File: src/rtl/qspi_frame_seq.sv
`timescale 1ns/1ps
module qspi_frame_seq (
  input  logic        clk,
  input  logic        rst_n,
  input  logic        start,
  input  logic [15:0] len_lo,
  input  logic [15:0] len_hi,
  input  logic [8:0]  cmd_len,
  input  logic [3:0]  idle_len,
  input  logic [1:0]  lane_mode,
  input  logic        quad_sel,
  input  logic [3:0]  clk_div,
  input  logic        clk_idle_hi,
  input  logic [7:0]  tx_data,
  input  logic        tx_valid,
  output logic        tx_ready,
  output logic [7:0]  rx_data,
  output logic        rx_valid,
  output logic        sclk,
  output logic        cs_n,
  output logic [3:0]  dq_o,
  output logic [3:0]  dq_oe,
  input  logic [3:0]  dq_i,
  output logic        ready,
  output logic        tx_done,
  output logic        rx_done
);
  localparam int LW = 32;
  localparam int CW = 9;

  typedef enum logic [2:0] {S_IDLE, S_LEAD, S_NEXT, S_SHIFT, S_GAP, S_TRAIL} st_t;
  st_t st;

  logic [LW-1:0] tot, idx;
  logic [CW-1:0] cmd;
  logic [3:0]    idl, div, hc, gc, bc;
  logic [1:0]    mode, lw;
  logic          quad, pol, half, gap_done, drive, rx_en, lastp;
  logic [7:0]    sh, rxs;

  logic          tick, at_end, is_cmd, go_gap, need_tx, single, byte_last;
  logic [1:0]    nlw;
  logic [LW-1:0] cmd_x;

  assign cmd_x     = {{(LW-CW){1'b0}}, cmd};
  assign tick      = (hc == 4'd0);
  assign at_end    = (idx == tot);
  assign is_cmd    = (idx < cmd_x);
  assign go_gap    = !at_end && (idx == cmd_x) && (idl != 4'd0) && !gap_done;
  assign need_tx   = is_cmd || (mode == 2'b00);
  assign single    = (mode == 2'b00) || (mode == 2'b01 && is_cmd) ||
                     (mode == 2'b10 && idx == '0 && is_cmd);
  assign nlw       = single ? 2'd0 : (quad ? 2'd2 : 2'd1);
  assign byte_last = (idx + 1'b1 == tot);

  assign ready    = (st == S_IDLE);
  assign cs_n     = (st == S_IDLE);
  assign tx_ready = (st == S_NEXT) && !at_end && !go_gap && need_tx;
  assign sclk     = (st == S_SHIFT || st == S_GAP) ? half : pol;
  assign tx_done  = lastp;

  always_comb begin
    dq_oe = 4'b0000;
    dq_o  = 4'b0000;
    if (st == S_SHIFT && drive) begin
      case (lw)
        2'd0:    begin dq_oe = 4'b0001; dq_o = {3'b000, sh[7]};   end
        2'd1:    begin dq_oe = 4'b0011; dq_o = {2'b00, sh[7:6]};  end
        default: begin dq_oe = 4'b1111; dq_o = sh[7:4];           end
      endcase
    end
  end

  always_ff @(posedge clk or negedge rst_n) begin
    if (!rst_n) begin
      st <= S_IDLE;
      tot <= '0; idx <= '0; cmd <= '0;
      idl <= '0; div <= '0; hc <= '0; gc <= '0; bc <= '0;
      mode <= '0; lw <= '0; quad <= 1'b0; pol <= 1'b0; half <= 1'b0;
      gap_done <= 1'b0; drive <= 1'b0; rx_en <= 1'b0; lastp <= 1'b0;
      sh <= '0; rxs <= '0; rx_data <= '0; rx_valid <= 1'b0; rx_done <= 1'b0;
    end else begin
      rx_valid <= 1'b0;
      lastp    <= 1'b0;
      rx_done  <= lastp && rx_valid;
      if (st inside {S_LEAD, S_SHIFT, S_GAP, S_TRAIL})
        hc <= tick ? div - 4'd1 : hc - 4'd1;
      case (st)
        S_IDLE: begin
          pol <= clk_idle_hi;
          if (start && {len_hi, len_lo} != '0) begin
            tot      <= {len_hi, len_lo};
            cmd      <= cmd_len;
            idl      <= idle_len;
            mode     <= lane_mode;
            quad     <= quad_sel;
            div      <= clk_div;
            idx      <= '0;
            gap_done <= 1'b0;
            hc       <= clk_div - 4'd1;
            st       <= S_LEAD;
          end
        end
        S_LEAD: if (tick) st <= S_NEXT;
        S_NEXT: begin
          if (at_end) begin
            hc <= div - 4'd1;
            st <= S_TRAIL;
          end else if (go_gap) begin
            gc   <= idl;
            half <= 1'b0;
            hc   <= div - 4'd1;
            st   <= S_GAP;
          end else if (!need_tx || tx_valid) begin
            sh    <= need_tx ? tx_data : 8'h00;
            lw    <= nlw;
            drive <= need_tx;
            rx_en <= !is_cmd;
            bc    <= (nlw == 2'd0) ? 4'd8 : (nlw == 2'd1) ? 4'd4 : 4'd2;
            half  <= 1'b0;
            hc    <= div - 4'd1;
            st    <= S_SHIFT;
          end
        end
        S_SHIFT: if (tick) begin
          if (!half) begin
            half <= 1'b1;
            case (lw)
              2'd0:    rxs <= {rxs[6:0], dq_i[1]};
              2'd1:    rxs <= {rxs[5:0], dq_i[1:0]};
              default: rxs <= {rxs[3:0], dq_i};
            endcase
          end else begin
            half <= 1'b0;
            bc   <= bc - 4'd1;
            case (lw)
              2'd0:    sh <= {sh[6:0], 1'b0};
              2'd1:    sh <= {sh[5:0], 2'b00};
              default: sh <= {sh[3:0], 4'b0000};
            endcase
            if (bc == 4'd1) begin
              idx      <= idx + 1'b1;
              rx_valid <= rx_en;
              rx_data  <= rxs;
              lastp    <= byte_last;
              st       <= S_NEXT;
            end
          end
        end
        S_GAP: if (tick) begin
          if (!half) half <= 1'b1;
          else begin
            half <= 1'b0;
            gc   <= gc - 4'd1;
            if (gc == 4'd1) begin
              gap_done <= 1'b1;
              st       <= S_NEXT;
            end
          end
        end
        S_TRAIL: if (tick) st <= S_IDLE;
        default: st <= S_IDLE;
      endcase
    end
  end
endmodule

File: config.mk
export PLATFORM = sky130hd
export DESIGN_NAME = qspi_frame_seq
export DESIGN_NICKNAME = d
export VERILOG_FILES = /design/src/rtl/qspi_frame_seq.sv
export SDC_FILE = /design/constraint.sdc
export NUM_CORES = 1
export LEC_CHECK = 0
export ABC_AREA = 1
export CAP_MARGIN = 10
export CORE_MARGIN = 4
export CORE_UTILIZATION = 30
export CTS_BUF_LIST = sky130_fd_sc_hd__clkbuf_4 sky130_fd_sc_hd__clkbuf_8
export CTS_CLUSTER_SIZE = 12
export DETAILED_ROUTE_END_ITERATION = 8
export SLEW_MARGIN = 10
export SYNTH_ARGS = -nofsm -noshare
export SYNTH_HDL_FRONTEND = slang
export SYNTH_SLANG_ARGS = --single-unit
File: constraint.sdc
create_clock -name clk -period 2.39 [get_ports clk]
set_input_delay 0.3585 -clock clk [delete_from_list [all_inputs] [get_ports clk]]
set_output_delay 0.3585 -clock clk [all_outputs]
set_load 0.02 [all_outputs]
==> reports/summary.log, run 1 <==
qor: floorplan.die_area 31700 µm²
qor: worst_setup_path.worstSetupPathType flip-flop to output port
qor: timing.final_count_of_negative_setup_slack_endpoints 1
qor: final_layout.fill_cells 2867
qor: synthesis.netlist_top_cells_area sky130_fd_sc_hd__dfrtp_1, sky130_fd_sc_hd__nand2_1, sky130_fd_sc_hd__inv_1, sky130_fd_sc_hd__nor2_1, sky130_fd_sc_hd__nand3_1
qor: global_routing.first_global_vias 8239
qor: final_layout.final_design_area_no_fill 11700 µm²
qor: floorplan.die_h 178 µm
qor: flow_run.drv.max_cap_violation_count 0
qor: timing.maxSlewViolCount 0
qor: min_path.holdCritPathClass primary input to async pin
qor: outcome.outcome finished, violations left
qor: clock_tree.clk_pin_slew 0.09 ns
qor: timing.period_share 100%
qor: synthesis.yosysTopAreaCell sky130_fd_sc_hd__dfrtp_1
qor: synthesis.post_synth_inst_count 1186
qor: synthesis.ys_warn_count 0
qor: clock_tree.h-tree-depth 4
qor: power_and_ir_drop.ir_worst_vdd 0.563 mV
qor: routing.dr.pass1.iters 5
qor: synthesis.syn_area 8660 µm²
qor: routing.ant_nets 0
qor: timing.max_slew.worst_pin.slew 0.495 ns
qor: placed_design.globalplace.congestion 0.914
qor: placed_design.post-dp-hpwl 20300 µm
qor: global_routing.grt_util_all_layers 16.9%
qor: routing.drtIter0Drc 625
qor: clock_tree.tritoncts yes
qor: worst_setup_path.startpoint idx[6]
qor: final_layout.proportion_of_layout_cells_with_a_drive_suffix_above_1 22.6%
qor: synthesis.postSynthAreaPerCell 7.30 µm²
qor: floorplan.ios 92
qor: routing.routed_wl 26600 µm
qor: clock_tree.cts.sink_count 133
qor: routing.wl_per_cell 14.9 µm
qor: power_and_ir_drop.pwr_density_cell 1210 nW/µm²
qor: worst_setup_path.worstPathRequired 2.03 ns
qor: clock_tree.clk-insertion-delay-late 0.47 ns
qor: global_routing.grt_max_degree 43
qor: routing.route.vias.total 8413
qor: synthesis.ys_ff_latch 133
qor: timing.worst_hold_slack_after_final_layout 0.401 ns
qor: clock_tree.tritoncts.num_buffers 17
qor: final_layout.antenna_cells 0
qor: placed_design.buffer_ports.inserted 91
qor: worst_setup_path.timing.critical_path.from_type flip-flop
qor: timing.setup_slack -0.00246 ns
qor: final_layout.area.growth.synth_to_final 35.1%
qor: timing.rsz_0062_raised_after_global_routing true
qor: timing.max_slew_margin 67.0%
qor: synthesis.number_of_enable_type_register_cells_in_the_synthesized_netlist 0
qor: timing.report.final.hold_viol_count 0
qor: floorplan.die_w 178 µm
qor: power_and_ir_drop.static-leakage-power 5.38 nW
qor: timing.timing.clock.skew 0.0192 ns
qor: worst_setup_path.rr_startpoint idx[6]
qor: floorplan.design.core.area 28200 µm²
qor: global_routing.wire_length_of_the_first_global_routing_pass 42600 µm
qor: synthesis.synth-seq-area-share 38.4%
qor: worst_setup_path.setup.worst_path.end_class output port
qor: floorplan.starting_density_of_the_core 30.8%
qor: synthesis.netlist.area_leader.share 38.4%
qor: clock_tree.clock-root-buffer sky130_fd_sc_hd__clkbuf_8
qor: outcome.violations setup timing
qor: final_layout.multi_input_logic_area 4920 µm²
qor: final_layout.fin_cells 1783
qor: synthesis.post_synth_num_cell_types 50
qor: placed_design.numPlacedInstances 1745
qor: synthesis.synth.cells.most_frequent sky130_fd_sc_hd__nand2_1, sky130_fd_sc_hd__dfrtp_1, sky130_fd_sc_hd__inv_1
qor: floorplan.fp-row-count 61
qor: routing.route.detailed.vias_per_inst 4.72
qor: routing.remaining_drc_errors 0
qor: timing.min_period 2.39 ns
qor: final_layout.final_net_count 1479
qor: global_routing.grt_remaining_overflow 0
qor: clock_tree.clk_path_buf_depth 2
qor: synthesis.synth_nets 1273
qor: synthesis.synthArstFlopShare 100%
qor: final_layout.area_used_by_sequential_logic_in_the_layout 3330 µm²
qor: synthesis.most_used_dff_post_synth sky130_fd_sc_hd__dfrtp_1
qor: synthesis.yosys.cell_count.top_type sky130_fd_sc_hd__nand2_1
qor: worst_setup_path.worst-path-max-fanout 3
qor: placed_design.placed_area 10900 µm²
qor: timing.fmax 418 MHz
qor: worst_setup_path.worst_ep_arrival_time 2.03 ns
qor: global_routing.antenna_found_initial 0
[critical path: stages, from the launching register on]
cell and delay, ns:
sky130_fd_sc_hd__dfrtp_1 0.43, sky130_fd_sc_hd__ha_4 0.30, sky130_fd_sc_hd__nand2_4 0.06, sky130_fd_sc_hd__nor2_4 0.14, sky130_fd_sc_hd__buf_6 0.11, sky130_fd_sc_hd__nand2_2 0.04, sky130_fd_sc_hd__nor2_2 0.10, sky130_fd_sc_hd__nand3_2 0.11
sky130_fd_sc_hd__nand3_4 0.10, sky130_fd_sc_hd__nor2_4 0.05, sky130_fd_sc_hd__buf_6 0.12
[metrics by stage]
step | util (%) | setup slack (ns) | power, mW | setup TNS [ns]
2_1_floorplan | - | 0.140 | 8.40 | 0
3_3_place_gp | 38.7 | -0.364 | 11.2 | -25.38
3_5_place_dp | 38.7 | -0.388 | 11.4 | -28.10
4_1_cts | 40.3 | -0.117 | 13.5 | -0.117
5_1_grt | 41.5 | -0.0937 | 15.4 | -0.116
6_report | 41.5 | -0.00246 | 14.2 | -0.00246
[routing by layer]
| layer | global-route usage (%) | vias up | share of wire [%] |
|---|---|---|---|
| met5 | 0 | - | 0 |
| met4 | 4.87 | 0 | 2.3 |
| met3 | 2.85 | 43 | 4.9 |
| met2 | 26.7 | 218 | 44 |
| met1 | 23.8 | 3944 | 48 |
| li1 | - | 4208 | - |
[timing repair]
action                                 4_1_cts  5_1_grt
setup endpoints to repair                   22       32
pin swaps                                    1       23
endpoints found under the hold margin       37        0
buffers inserted                             0        5
hold buffers                                 1        0
gates cloned                                 0        0
gates resized for setup                     33       74
[power breakdown]
group	internal [mW]	switching [mW]	total [mW]
logic	3.84	4.51	8.34
registers	3.15	0.730	3.88
clock network	0.875	1.09	1.97
total	7.86	6.33	14.2
[cell usage in the layout, fill, tap and decap left out, drive strengths merged, types with 2 or more instances in the layout]
| cell type | instances |
|---|---|
| nor2 | 130 |
| clkbuf | 20 |
| or2 | 6 |
| xnor2 | 31 |
| o21bai | 5 |
| o221ai | 7 |
| nor4 | 6 |
| a21o | 2 |
| o211ai | 4 |
| ha | 18 |
| a22oi | 2 |
| buf | 140 |
| nand3b | 4 |
| nand2 | 383 |
| dlygate4sd2 | 5 |
| clkinv | 9 |
| inv | 148 |
| a21oi | 9 |
| xor2 | 30 |
| clkdlybuf4s50 | 78 |
| nand4 | 21 |
| dfrtp | 133 |
| nand3 | 77 |
| a221oi | 3 |
| o21ai | 79 |
| nor3 | 17 |
| o22ai | 26 |
[area by class of cell]
cell class                      instances  area share, %
Multi-Input combinational cell        867           42.0
Timing Repair Buffer                  229           17.4
Tap cell                              378           4.04
Inverter                              144           4.66
Clock inverter                         15           1.38
Sequential cell                       133           28.5
Clock buffer                           17           2.00
[sequential cells by signal, indices dropped and copies added, names as in the netlist, 2 cells and up]
signal	count
idx	32
tot	32
cmd	9
rx_data	8
rxs	8
sh	8
bc	4
div	4
gc	4
hc	4
idl	4
st	3
lw	2
mode	2
[kinds of logic after synthesis]
kind of cell | Yosys count | share of synthesized area [%]
AO/OA/AOI/OAI | 142 | 11.7
buffers and inverters | 186 | 9.04
flip-flops | 133 | 38.4
XOR/XNOR | 61 | 6.17
adder cells (fa/ha/maj) | 18 | 2.60
AND/OR/NAND/NOR | 646 | 32.1
[worst paths after layout]
path / to / slack [ns] / cells past startpoint
min reg2reg: sh[5] / 0.48 / 2
max reg2reg: sh[1] / 0.14 / 16
max: tx_ready / -0.002 / 10
max in group asynchronous: tot[10] / 1.20 / 3
min: idx[15] / 0.40 / 2
min in group clk: cmd[0] / 0.43 / 3
Power figures use the tool's default switching activity.
==> inputs of run 2 (changes only) <==
Settings changed: GPL_TIMING_DRIVEN set to 0.
==> run 2 against run 1 <==
Net effect:
- the run still ends with setup timing left
- via count is 3.3% lower
- critical endpoint unchanged
- utilization is 1.8 points lower
- highest routed layer unchanged
- critical path depth is 1 higher
- hold slack worse by 0.16 ns
- worst setup slack worse by 0.10 ns
==> reports/summary.log, run 2 (same netlist as run 1, synthesis figures left out) <==
qor: outcome.outcome finished, violations left
qor: outcome.violations setup timing
qor: worst_setup_path.timing.critical_path.from_type flip-flop
qor: routing.wl_per_cell 15.1 µm
qor: clock_tree.tritoncts.num_buffers 17
qor: placed_design.buffer_ports.inserted 91
qor: min_path.min-delay-start len_lo[7]
qor: worst_setup_path.worst_ep_arrival_time 2.14 ns
qor: placed_design.placed_area 10100 µm²
qor: clock_tree.clk_path_buf_depth 2
qor: floorplan.die_h 178 µm
qor: min_path.holdCritPathClass primary input to flip-flop
qor: floorplan.ios 92
qor: timing.setup_slack -0.105 ns
qor: timing.finalSetupTns -0.105 ns
qor: worst_setup_path.worstSetupPathType flip-flop to output port
qor: placed_design.post-dp-hpwl 19900 µm
qor: final_layout.multi_input_logic_area 4970 µm²
qor: global_routing.antenna_found_initial 1
qor: final_layout.area_used_by_sequential_logic_in_the_layout 3350 µm²
qor: final_layout.biggest_regs idx: 32 flops, tot: 32 flops, cmd: 9 flops
qor: routing.ant_nets 0
qor: worst_setup_path.reg2reg_setup_slack 0.17 ns
qor: global_routing.grt_util_all_layers 16.6%
qor: timing.min_period 2.50 ns
qor: worst_setup_path.worst-path-max-fanout 2
qor: worst_setup_path.timing.critical_path.cells ha_4 -> a21o_1 -> nor2_2 -> nand3_2 -> nand2_2 -> nand2_2 -> nand2_2 -> buf_6 -> inv_4 -> nor2_4 -> buf_6
qor: floorplan.die_w 178 µm
qor: global_routing.grt_max_degree 86
qor: routing.route.detailed.vias_per_inst 4.74
qor: worst_setup_path.slowest_delay 0.43 ns
qor: final_layout.antenna_cells 0
qor: timing.report.final.hold_viol_count 0
qor: final_layout.mostFrequentLayoutCells sky130_fd_sc_hd__nand2_1, sky130_fd_sc_hd__dfrtp_1, sky130_fd_sc_hd__inv_1
qor: final_layout.final_net_count 1412
qor: flow_run.drv.max_cap_violation_count 0
qor: timing.max_slew.worst_pin.slew 0.529 ns
qor: global_routing.grt_remaining_overflow 0
qor: timing.fmax 401 MHz
qor: timing.rsz_0062_raised_after_global_routing true
qor: timing.period_share 104%
qor: final_layout.proportion_of_layout_cells_with_a_drive_suffix_above_1 19.7%
qor: worst_setup_path.worstPathRequired 2.03 ns
qor: final_layout.area.growth.synth_to_final 29.2%
qor: worst_setup_path.crit_top_cell sky130_fd_sc_hd__nand2_2
qor: routing.dr.pass1.iters 5
qor: worst_setup_path.rr_startpoint idx[7]
qor: worst_setup_path.rr_endpoint tx_done
qor: worst_setup_path.setup.worst_path.end_class output port
qor: clock_tree.h-tree-depth 4
qor: global_routing.wire_length_of_the_first_global_routing_pass 41600 µm
qor: final_layout.final_design_area_no_fill 11200 µm²
qor: routing.route.vias.total 8139
qor: floorplan.die_area 31700 µm²
qor: clock_tree.clk_pin_slew 0.08 ns
qor: power_and_ir_drop.pwr_density_cell 1190 nW/µm²
qor: timing.timing.clock.skew 0.0186 ns
qor: clock_tree.clk-insertion-delay-late 0.46 ns
qor: worst_setup_path.worst_path_max_delay_cell sky130_fd_sc_hd__dfrtp_1
qor: timing.maxSlewViolCount 0
qor: power_and_ir_drop.static-leakage-power 5.06 nW
qor: routing.routed_wl 25900 µm
qor: global_routing.first_global_vias 7931
qor: min_path.number_of_stages_on_the_worst_hold_path 3
qor: power_and_ir_drop.ir_worst_vdd 0.473 mV
qor: timing.final_count_of_negative_setup_slack_endpoints 1
qor: clock_tree.cts.sink_count 133
qor: min_path.worst_hold_path.endpoint tot[7]
qor: floorplan.design.core.area 28200 µm²
qor: routing.drtIter0Drc 684
qor: worst_setup_path.worstRegToRegCells 10
qor: timing.max_slew_margin 64.7%
qor: routing.remaining_drc_errors 0
qor: floorplan.fp-row-count 61
qor: floorplan.starting_density_of_the_core 30.8%
qor: clock_tree.clock-root-buffer sky130_fd_sc_hd__clkbuf_8
qor: final_layout.fill_cells 2889
qor: final_layout.layout.cells.most_common sky130_fd_sc_hd__nand2_1
qor: clock_tree.tritoncts yes
qor: placed_design.globalplace.congestion 0.896
[run 2: cell count changes in the layout (fill, tap and decap cells not counted), sizes merged]
cell,change
clkdlybuf4s50,-1
dlymetal6s2s,+1
clkinv,+1
inv,-1
bufinv,+1
buf,-73
clkdlybuf4s15,-1
clkbuf,+8
dlygate4sd2,-1
clkinvlp,-1
[run 2: power by group]
group          switching, mW  internal, mW  total (mW)
sequential             0.844          3.17        4.01
combinational           4.16          3.15        7.31
clock                   1.07         0.979        2.05
[run 2: stage by stage]
step | hold slack (ns) | total power [mW] | worst slack [ns] | instances | utilization (%)
after global routing | 0.264 | 14.5 | -0.225 | 1716 | 39.7
final | 0.242 | 13.4 | -0.105 | 1716 | 39.7
after floorplan | 0.0629 | 8.40 | 0.140 | 1186 | -
after global placement | 0.460 | 9.94 | -4.68 | 1655 | 35.7
after CTS | 0.427 | 12.5 | -0.212 | 1696 | 38.0
after detailed placement | 0.341 | 10.1 | -1.23 | 1656 | 35.8
[run 2: how the worst max path moves through the flow]
stage	from	to	slack [ns]	depth (start not counted)
floorplan	st[2]	dq_o[1]	0.14	6
global placement	rst_n	gc[2]	-4.68	1
detailed placement	len_lo[13]	hc[3]	-1.23	10
CTS	idx[5]	tx_ready	-0.21	12
global route	idx[28]	tx_ready	-0.22	8
finish	idx[7]	tx_ready	-0.11	11
[run 2: timing repair]
item | 4_1_cts | 5_1_grt
setup endpoints to repair | 125 | 72
pin swaps | 13 | 24
gates resized for setup | 76 | 83
endpoints found under the hold margin | 48 | 0
hold buffers | 1 | 0
buffers inserted | 11 | 23
[run 2: per-layer routing]
| metal | part of all wire (%) | up-vias | GRT usage, % |
|---|---|---|---|
| met5 | 0 | - | 0 |
| met4 | 1.6 | 0 | 4.29 |
| met3 | 5.8 | 31 | 3.22 |
| met2 | 45 | 228 | 26.0 |
| met1 | 48 | 3809 | 23.4 |
| li1 | - | 4071 | - |
[run 2: worst max-delay path, delay by kind of cell (launching register included)]
kind,cells,cell delay [ns]
flip-flops,1,0.43
AND/OR/NAND/NOR,6,0.56
adder cells (fa/ha/maj),1,0.26
buffers and inverters,3,0.26
AO/OA/AOI/OAI,1,0.18
[run 2: cell type report]
| class | count | share of cell area [%] |
|---|---|---|
| Tap cell | 378 | 4.23 |
| Buffer | 35 | 2.28 |
| Clock inverter | 15 | 1.67 |
| Multi-Input combinational cell | 867 | 44.4 |
| Inverter | 144 | 4.90 |
| Clock buffer | 17 | 2.09 |
| Sequential cell | 133 | 29.9 |
| Timing Repair Buffer | 127 | 10.6 |
==> inputs of run 3 (changes only) <==
Settings changed: ABC_CLOCK_PERIOD_IN_PS set to 2390, SLEW_MARGIN 10 to 20.
==> run 3 against run 2 <==
Net effect:
- the flow still finishes with violations (setup timing)
- power is 1.1% lower
- die area stayed put
- global-route usage is 0.17 points higher
- cell area hardly changed
- combinational power is 3.0% lower
- final cell count is 0.17% higher
- non-clock buffer count is 3 higher
- worst setup slack better by 0.049 ns
- sequential power hardly changed
- utilization hardly changed
- routed wire length is 0.78% higher
- sequential share of layout area hardly changed
==> reports/summary.log, run 3 (same netlist as run 1, synthesis figures left out) <==
qor: power_and_ir_drop.pwr_density_cell 1180 nW/µm²
qor: timing.timing.clock.skew 0.0189 ns
qor: global_routing.grt_util_all_layers 16.7%
qor: floorplan.die_w 178 µm
qor: clock_tree.tritoncts yes
qor: min_path.holdCritPathClass primary input to async pin
qor: worst_setup_path.worstSetupPathType flip-flop to output port
qor: global_routing.grt_remaining_overflow 0
qor: timing.setup_slack -0.0559 ns
qor: routing.remaining_drc_errors 0
qor: final_layout.area_used_by_sequential_logic_in_the_layout 3350 µm²
qor: placed_design.buffer_ports.inserted 91
qor: power_and_ir_drop.static-leakage-power 5.01 nW
qor: floorplan.fp-row-count 61
qor: timing.worst_hold_slack_after_final_layout 0.388 ns
qor: timing.min_period 2.45 ns
qor: worst_setup_path.rr_endpoint tx_done
qor: routing.ant_nets 0
qor: worst_setup_path.worstRegToRegCells 12
qor: final_layout.multi_input_logic_area 4940 µm²
qor: final_layout.biggest_regs idx: 32 flops, tot: 32 flops, cmd: 9 flops
qor: routing.routed_wl 26100 µm
qor: routing.drtIter0Drc 732
qor: final_layout.mostFrequentLayoutCells sky130_fd_sc_hd__nand2_1, sky130_fd_sc_hd__dfrtp_1, sky130_fd_sc_hd__inv_1
qor: timing.max_slew_margin 64.0%
qor: outcome.outcome finished, violations left
qor: flow_run.drv.max_cap_violation_count 0
qor: worst_setup_path.worstPathRequired 2.03 ns
qor: global_routing.grt_max_degree 88
qor: final_layout.final_design_area_no_fill 11200 µm²
qor: floorplan.ios 92
qor: final_layout.fill_cells 2882
qor: timing.period_share 102%
qor: worst_setup_path.worst-path-max-fanout 5
qor: floorplan.starting_density_of_the_core 30.8%
qor: clock_tree.h-tree-depth 4
qor: final_layout.final_net_count 1415
qor: placed_design.post-dp-hpwl 19900 µm
qor: timing.report.final.hold_viol_count 0
qor: floorplan.die_area 31700 µm²
qor: clock_tree.tritoncts.num_buffers 17
qor: clock_tree.clk-insertion-delay-late 0.47 ns
qor: floorplan.die_h 178 µm
qor: worst_setup_path.setup.worst_path.end_class output port
qor: routing.dr.pass1.iters 5
qor: worst_setup_path.timing.critical_path.from_type flip-flop
qor: floorplan.design.core.area 28200 µm²
qor: worst_setup_path.rr_startpoint idx[1]
qor: power_and_ir_drop.ir_worst_vdd 0.498 mV
qor: timing.max_slew.worst_pin.slew 0.541 ns
qor: global_routing.antenna_found_initial 1
qor: clock_tree.clk_pin_slew 0.09 ns
qor: final_layout.area.growth.synth_to_final 29.1%
qor: routing.wl_per_cell 15.2 µm
qor: global_routing.first_global_vias 8008
qor: final_layout.proportion_of_layout_cells_with_a_drive_suffix_above_1 19.9%
qor: routing.route.vias.total 8222
qor: placed_design.placed_area 10100 µm²
qor: clock_tree.cts.sink_count 133
qor: worst_setup_path.reg2reg_setup_slack 0.10 ns
qor: final_layout.layout.cells.most_common sky130_fd_sc_hd__nand2_1
qor: final_layout.antenna_cells 0
qor: clock_tree.clk_path_buf_depth 2
qor: timing.final_count_of_negative_setup_slack_endpoints 1
qor: timing.maxSlewViolCount 0
qor: timing.fmax 409 MHz
qor: routing.route.detailed.vias_per_inst 4.78
qor: global_routing.wire_length_of_the_first_global_routing_pass 42000 µm
qor: worst_setup_path.worst_ep_arrival_time 2.09 ns
qor: clock_tree.clock-root-buffer sky130_fd_sc_hd__clkbuf_8
qor: placed_design.globalplace.congestion 0.896
qor: outcome.violations setup timing
qor: timing.rsz_0062_raised_after_global_routing true
qor: final_layout.final_core_util 39.7%
## run 3: repair_timing
action	in CTS	in global routing
gates cloned	0	0
endpoints found under the setup margin	125	71
gates resized for setup	72	83
hold buffers	1	0
buffers inserted	8	29
endpoints found under the hold margin	46	0
pin swaps	11	25
## run 3: worst max-delay path by stage
stage          startpoint       end  slack, ns  cells after the start
2_1_floorplan       st[2]   dq_o[1]       0.14                      6
3_3_place_gp        rst_n     gc[2]      -4.68                      1
3_5_place_dp   len_lo[13]     hc[3]      -1.23                     10
4_1_cts           idx[15]  tx_ready      -0.23                     11
5_1_grt            idx[7]  tx_ready      -0.18                     10
6_report          idx[14]  tx_ready      -0.06                      9
## run 3: worst max-delay path, cell delays in order, from the launching register on
cell and delay, ns:
sky130_fd_sc_hd__dfrtp_2 0.46, sky130_fd_sc_hd__inv_1 0.10, sky130_fd_sc_hd__nand4_1 0.17, sky130_fd_sc_hd__buf_4 0.19
sky130_fd_sc_hd__nor3_4 0.19, sky130_fd_sc_hd__buf_4 0.15, sky130_fd_sc_hd__nand3_2 0.09, sky130_fd_sc_hd__nand3_4 0.10
sky130_fd_sc_hd__nor2_4 0.05, sky130_fd_sc_hd__buf_6 0.12
## run 3: metrics by stage
step,power [mW],instances,setup TNS [ns],setup slack [ns]
6_report,13.2,1719,-0.0559,-0.0559
5_1_grt,14.4,1719,-0.272,-0.181
4_1_cts,12.5,1695,-0.229,-0.229
3_5_place_dp,10.1,1656,-86.72,-1.23
3_3_place_gp,9.94,1655,-713.43,-4.68
2_1_floorplan,8.40,1186,0,0.140
## run 3: layout make-up
type                            count  area share [%]
Clock buffer                       17            2.09
Multi-Input combinational cell    867            44.2
Buffer                             35            2.11
Inverter                          144            4.88
Clock inverter                     15            1.85
Tap cell                          378            4.23
Timing Repair Buffer              130            10.8
Sequential cell                   133            29.9
## run 3: report_power, final
part	internal, mW	leakage, nW	switching (mW)	total, mW
clock network	0.995	0.215	1.13	2.13
registers	3.17	1.68	0.837	4.00
logic	2.99	3.12	4.10	7.09
## run 3: layer usage
layer	routed length (µm)	track usage, %	up-vias
li1	-	-	4087
met1	12800	24.1	3891
met2	11700	26.4	213
met3	1250	2.54	31
met4	408	4.25	0
met5	0	0	-
